<file path="src/rtl/step_shifter.sv">
module step_shifter #(
  parameter int W = 4
) (
  input  logic [W-1:0] word_in,
  input  logic [1:0]   mode,
  input  logic         rfill,
  input  logic         lfill,
  output logic [W-1:0] word_out,
  output logic         rspill,
  output logic         lspill
);
  localparam logic [1:0] M_PASS  = 2'd0;
  localparam logic [1:0] M_RIGHT = 2'd1;
  localparam logic [1:0] M_LEFT  = 2'd2;

  logic [W+1:0] ext;
  assign ext = {rfill, word_in, lfill};

  for (genvar i = 0; i < W; i++) begin : g_bit
    always_comb begin
      unique case (mode)
        M_PASS:  word_out[i] = ext[i+1];
        M_RIGHT: word_out[i] = ext[i+2];
        M_LEFT:  word_out[i] = ext[i];
        default: word_out[i] = 1'b0;
      endcase
    end
  end

  assign rspill = word_in[0];
  assign lspill = word_in[W-1];

  always_comb begin
    if (mode == M_PASS)
      p_pass_r1: assert (word_out == word_in);
    if (mode == M_RIGHT)
      p_rfill_r2: assert (word_out[W-1] == rfill && word_out[W-2:0] == word_in[W-1:1]);
    if (mode == M_LEFT)
      p_lfill_r3: assert (word_out[0] == lfill && word_out[W-1:1] == word_in[W-2:0]);
    if (mode == 2'd3)
      p_clear_r4: assert (word_out == '0);
  end
endmodule

</file>
<file path="config.mk">
export PLATFORM = sky130hd
export DESIGN_NAME = step_shifter
export DESIGN_NICKNAME = d
export VERILOG_FILES = /design/src/rtl/step_shifter.sv
export SDC_FILE = /design/constraint.sdc
export NUM_CORES = 1
export LEC_CHECK = 0
export ABC_CLOCK_PERIOD_IN_PS = 800
export BUFFER_PORTS_ARGS = -buffer_cell sky130_fd_sc_hd__buf_2
export CAP_MARGIN = 10
export CORE_AREA = 2 2 39 41
export DETAILED_ROUTE_END_ITERATION = 10
export DIE_AREA = 0 0 41 43
export GPL_ROUTABILITY_DRIVEN = 1
export PLACE_DENSITY = 0.3
export SLEW_MARGIN = 5
export SYNTH_ARGS = -nofsm -noshare
export SYNTH_HDL_FRONTEND = slang
export SYNTH_SLANG_ARGS = --single-unit
</file>
<file path="constraint.sdc">
create_clock -name vclk -period 0.8
set_input_delay 0.04 -clock vclk [all_inputs]
set_output_delay 0.04 -clock vclk [all_outputs]
set_load 0.01 [all_outputs]
</file>
; ---- Word-level counts from Yosys, hierarchy flattened
; Cells that the tools add are included.
[op_classes]
eq_ne = 2
n_mux = 4
n_reduce_logical = 1
[ops]
columns = op, count
row1 = one-hot mux 1 bit (3 select lines), 4
row2 = "== test 2 x 1 -> 1 bit, second input constant", 1
row3 = "== test 2 bit, second input constant", 1
row4 = zero test 2 bit, 1
[word_totals]
register_bits = 0
in_bits = 8
out_inout_bits = 6
elab_cells = 7

; ---- Logic depth before layout (Yosys ltp)
[logic_depth]
depth_word = 2
ltp_mapped = 3

; ---- Worst setup path after synthesis
; No wires, ideal clock.
[synth_timing]
kind = input-to-output
startpoint = in mode[1]
endpoint = out word_out[0]
arrival_ps = 460
t_required_ps = 760
setup_slack_ps = 300
cell_stages = 3
n_path_buf = 1
path_cell_list = buf_6 -> mux2i_1 -> o21ai_1
[synth_between]
elab_chain_len = 2
[synth_rtl]
columns = element, line_no
row1 = start: declaration, 5  ; input logic [1:0] mode,
row2 = "== test 2 bit, or another cell as far along", 21  ; unique case (mode)
row3 = one-hot mux 1 bit (3 select lines) (*), 21
row4 = end: declaration, 8  ; output logic [W-1:0] word_out,
; Mark *: on every way between the ends. The rest lies on a longest branch, timed or not.

; ---- Worst setup path in the final report
[layout_timing]
startpoint = in mode[1]
endpoint = out word_out[3]
; The elaborated chain is that of the path after synthesis.

==> flow_summary_export.csv <==
group,metric,value,unit
placement,placed_area,180,um^2
placement,place_ws,0.111,ns
critical_path,required,0.76,ns
critical_path,path_buf_inv,2,
sta,finalSetupTns,0,ns
placement,port_buffers,14,
power_and_ir_drop,seqPwrFrac,0,%
finish,clkbuf_count,0,
synth,synthSimpleGateAreaFrac,25.8,%
finish,post-route-util,13.0,%
global_routing,track_usage,2.70,%
synth,synth_compound_area_share,17.2,%
worst_hold_path,hold_class,"in -> out",
finish,fillers,161,
die,dieArea,1760,um^2
synth,yosys.area_share.adder,0,%
detailed_routing,num_vias,145,
synth,synth_top_area_cell,"mux2i_1",
placement,gp_congestion,0.523,
sta,finalMaxSlewViolations,0,
critical_path,arrival,0.64,ns
power_and_ir_drop,leakage,0.0929,nW
synth,synthMuxAreaShare,34.4,%
critical_path,cp-end-kind,"output port",
synth,synth_area_per_cell,7.76,um^2
die,die_h,43,um
power_and_ir_drop,max-vdd-ir-drop,0.0474,mV
synth,yosysSeqAreaShare,0,%
critical_path,path_class,"in -> out",
cts,postCtsSetupBuffers,0,
power_and_ir_drop,switchingPower,0.0000489,W
critical_path,slowest_delay,0.22,ns
finish,nets,36,
detailed_routing,drt_iter0_drc,8,
critical_path,crit_fanout,8,
critical_path,cp_top_family,"buffers and inverters",
critical_path,slowest_stage,"mux2i_1",
die,die_x,41,um
critical_path,critPathLaunchType,"primary input",
cts,post_cts_resized,0,
die,ios,14,
global_routing,grt_pass1_wl,365,um
detailed_routing,drcViolationCount,0,
synth,ys_warn_count,0,
synth,synthesis.nets,23,
finish,seqCellArea,0,um^2
sta,fmax,1.46,GHz
finish,drive_gt1_share,53.8,%
synth,yosys-top-cells-count,"mux2i_1, nand3b_1, o21ai_1",
synth,netlist-cell-type-count,5,
power_and_ir_drop,power_density,537,nW/um^2
global_routing,grt_remaining_overflow,0,
sta,slew-limit-headroom,90.6,%
cts,cts-hold-fix-buffers,0,
synth,synth_top_family_by_area,"multiplexers",
placement,dp_hpwl,284,um
finish,area_growth,54.8,%
critical_path,path_cells,"buf_2 -> mux2i_1 -> o21ai_1 -> buf_2",
synth,syn_inst,15,
power_and_ir_drop,combPwrFrac,100.0,%
finish,seq_cells,0,
global_routing,grt_pass1_vias,99,
status,status,"finished clean",
detailed_routing,antenna_left,0,
sta,setup_ws,0.117,ns
power_and_ir_drop,swShare,50.6,%
detailed_routing,wl_per_cell,7.81,um
detailed_routing,finalWirelength,328,um
sta,min_period,0.683,ns
die,row_count,14,
detailed_routing,drt_first_pass_iters,3,
power_and_ir_drop,internal_power,0.0000478,W
synth,synth_area,116,um^2
sta,fin_crit_sh,85.4,%
sta,setup_viol_count_final,0,
detailed_routing,routed_via_density,3.45,
global_routing,antenna_found_initial,0,
power_and_ir_drop,finalPower,0.0000968,W
sta,rsz0062_at_grt,"no",
power_and_ir_drop,pwr-share-clk,0,%
critical_path,cpMostUsedCell,"buf_2",
finish,diodes,0,
flow_run,maxCapViolCount,0,
global_routing,grt_max_degree,9,
finish,fin_area,180,um^2
sta,worst_slew_pin_slew,0.137,ns
synth,yosys.area_share.xor_xnor,0,%
die,initial_core_util,8.41,%
sta,finalHoldViolations,0,
synth,synth_area_leaders,"mux2i_1, nand3b_1, o21ai_1, buf_4, buf_6",
synth,yosysTopAreaCellShare,34.4,%
die,core_area,1380,um^2
layout make-up:
cell class | count | area [um^2] | share of cell area (%)
multi-input cells | 12 | 90.1 | 50.0
well taps | 16 | 20.0 | 11.1
repair buffers | 14 | 70.1 | 38.9
path summary, 6_finish.rpt:
path  slack, ns           to  cells past startpoint       start
max        0.12  word_out[3]                      4     mode[1]
min        0.30       rspill                      2  word_in[0]
power groups by stage:
stage | logic [W] | clock network [W] | registers, W
after floorplan | 0.0000579 | 0 | 0
after global placement | 0.0000960 | 0 | 0
after detailed placement | 0.0000979 | 0 | 0
after CTS | 0.0000981 | 0 | 0
after global routing | 0.000106 | 0 | 0
final | 0.0000968 | 0 | 0
metrics by stage:
stage,instances,hold WS (ns)
3_5_place_dp,42,0.304
6_report,42,0.298
3_3_place_gp,42,0.296
5_1_grt,42,0.318
2_1_floorplan,15,0.169
4_1_cts,42,0.303
layer usage:
layer / track usage (%) / share of wire [%]
met2: 5.31 / 46
met5: 0 / 0
met4: 0 / 0
met3: 0 / 9.8
met1: 3.16 / 44
layout by cell type (no fill, tap or decap):
master and n:
nand3b_1 4, buf_2 14, o21ai_1 4, mux2i_1 4
cell families after synthesis:
kind of cell,Yosys count
mux,4
compound gates,4
buf+inv,3
simple gates,4
No activity file was read; power rests on OpenSTA's default activity.
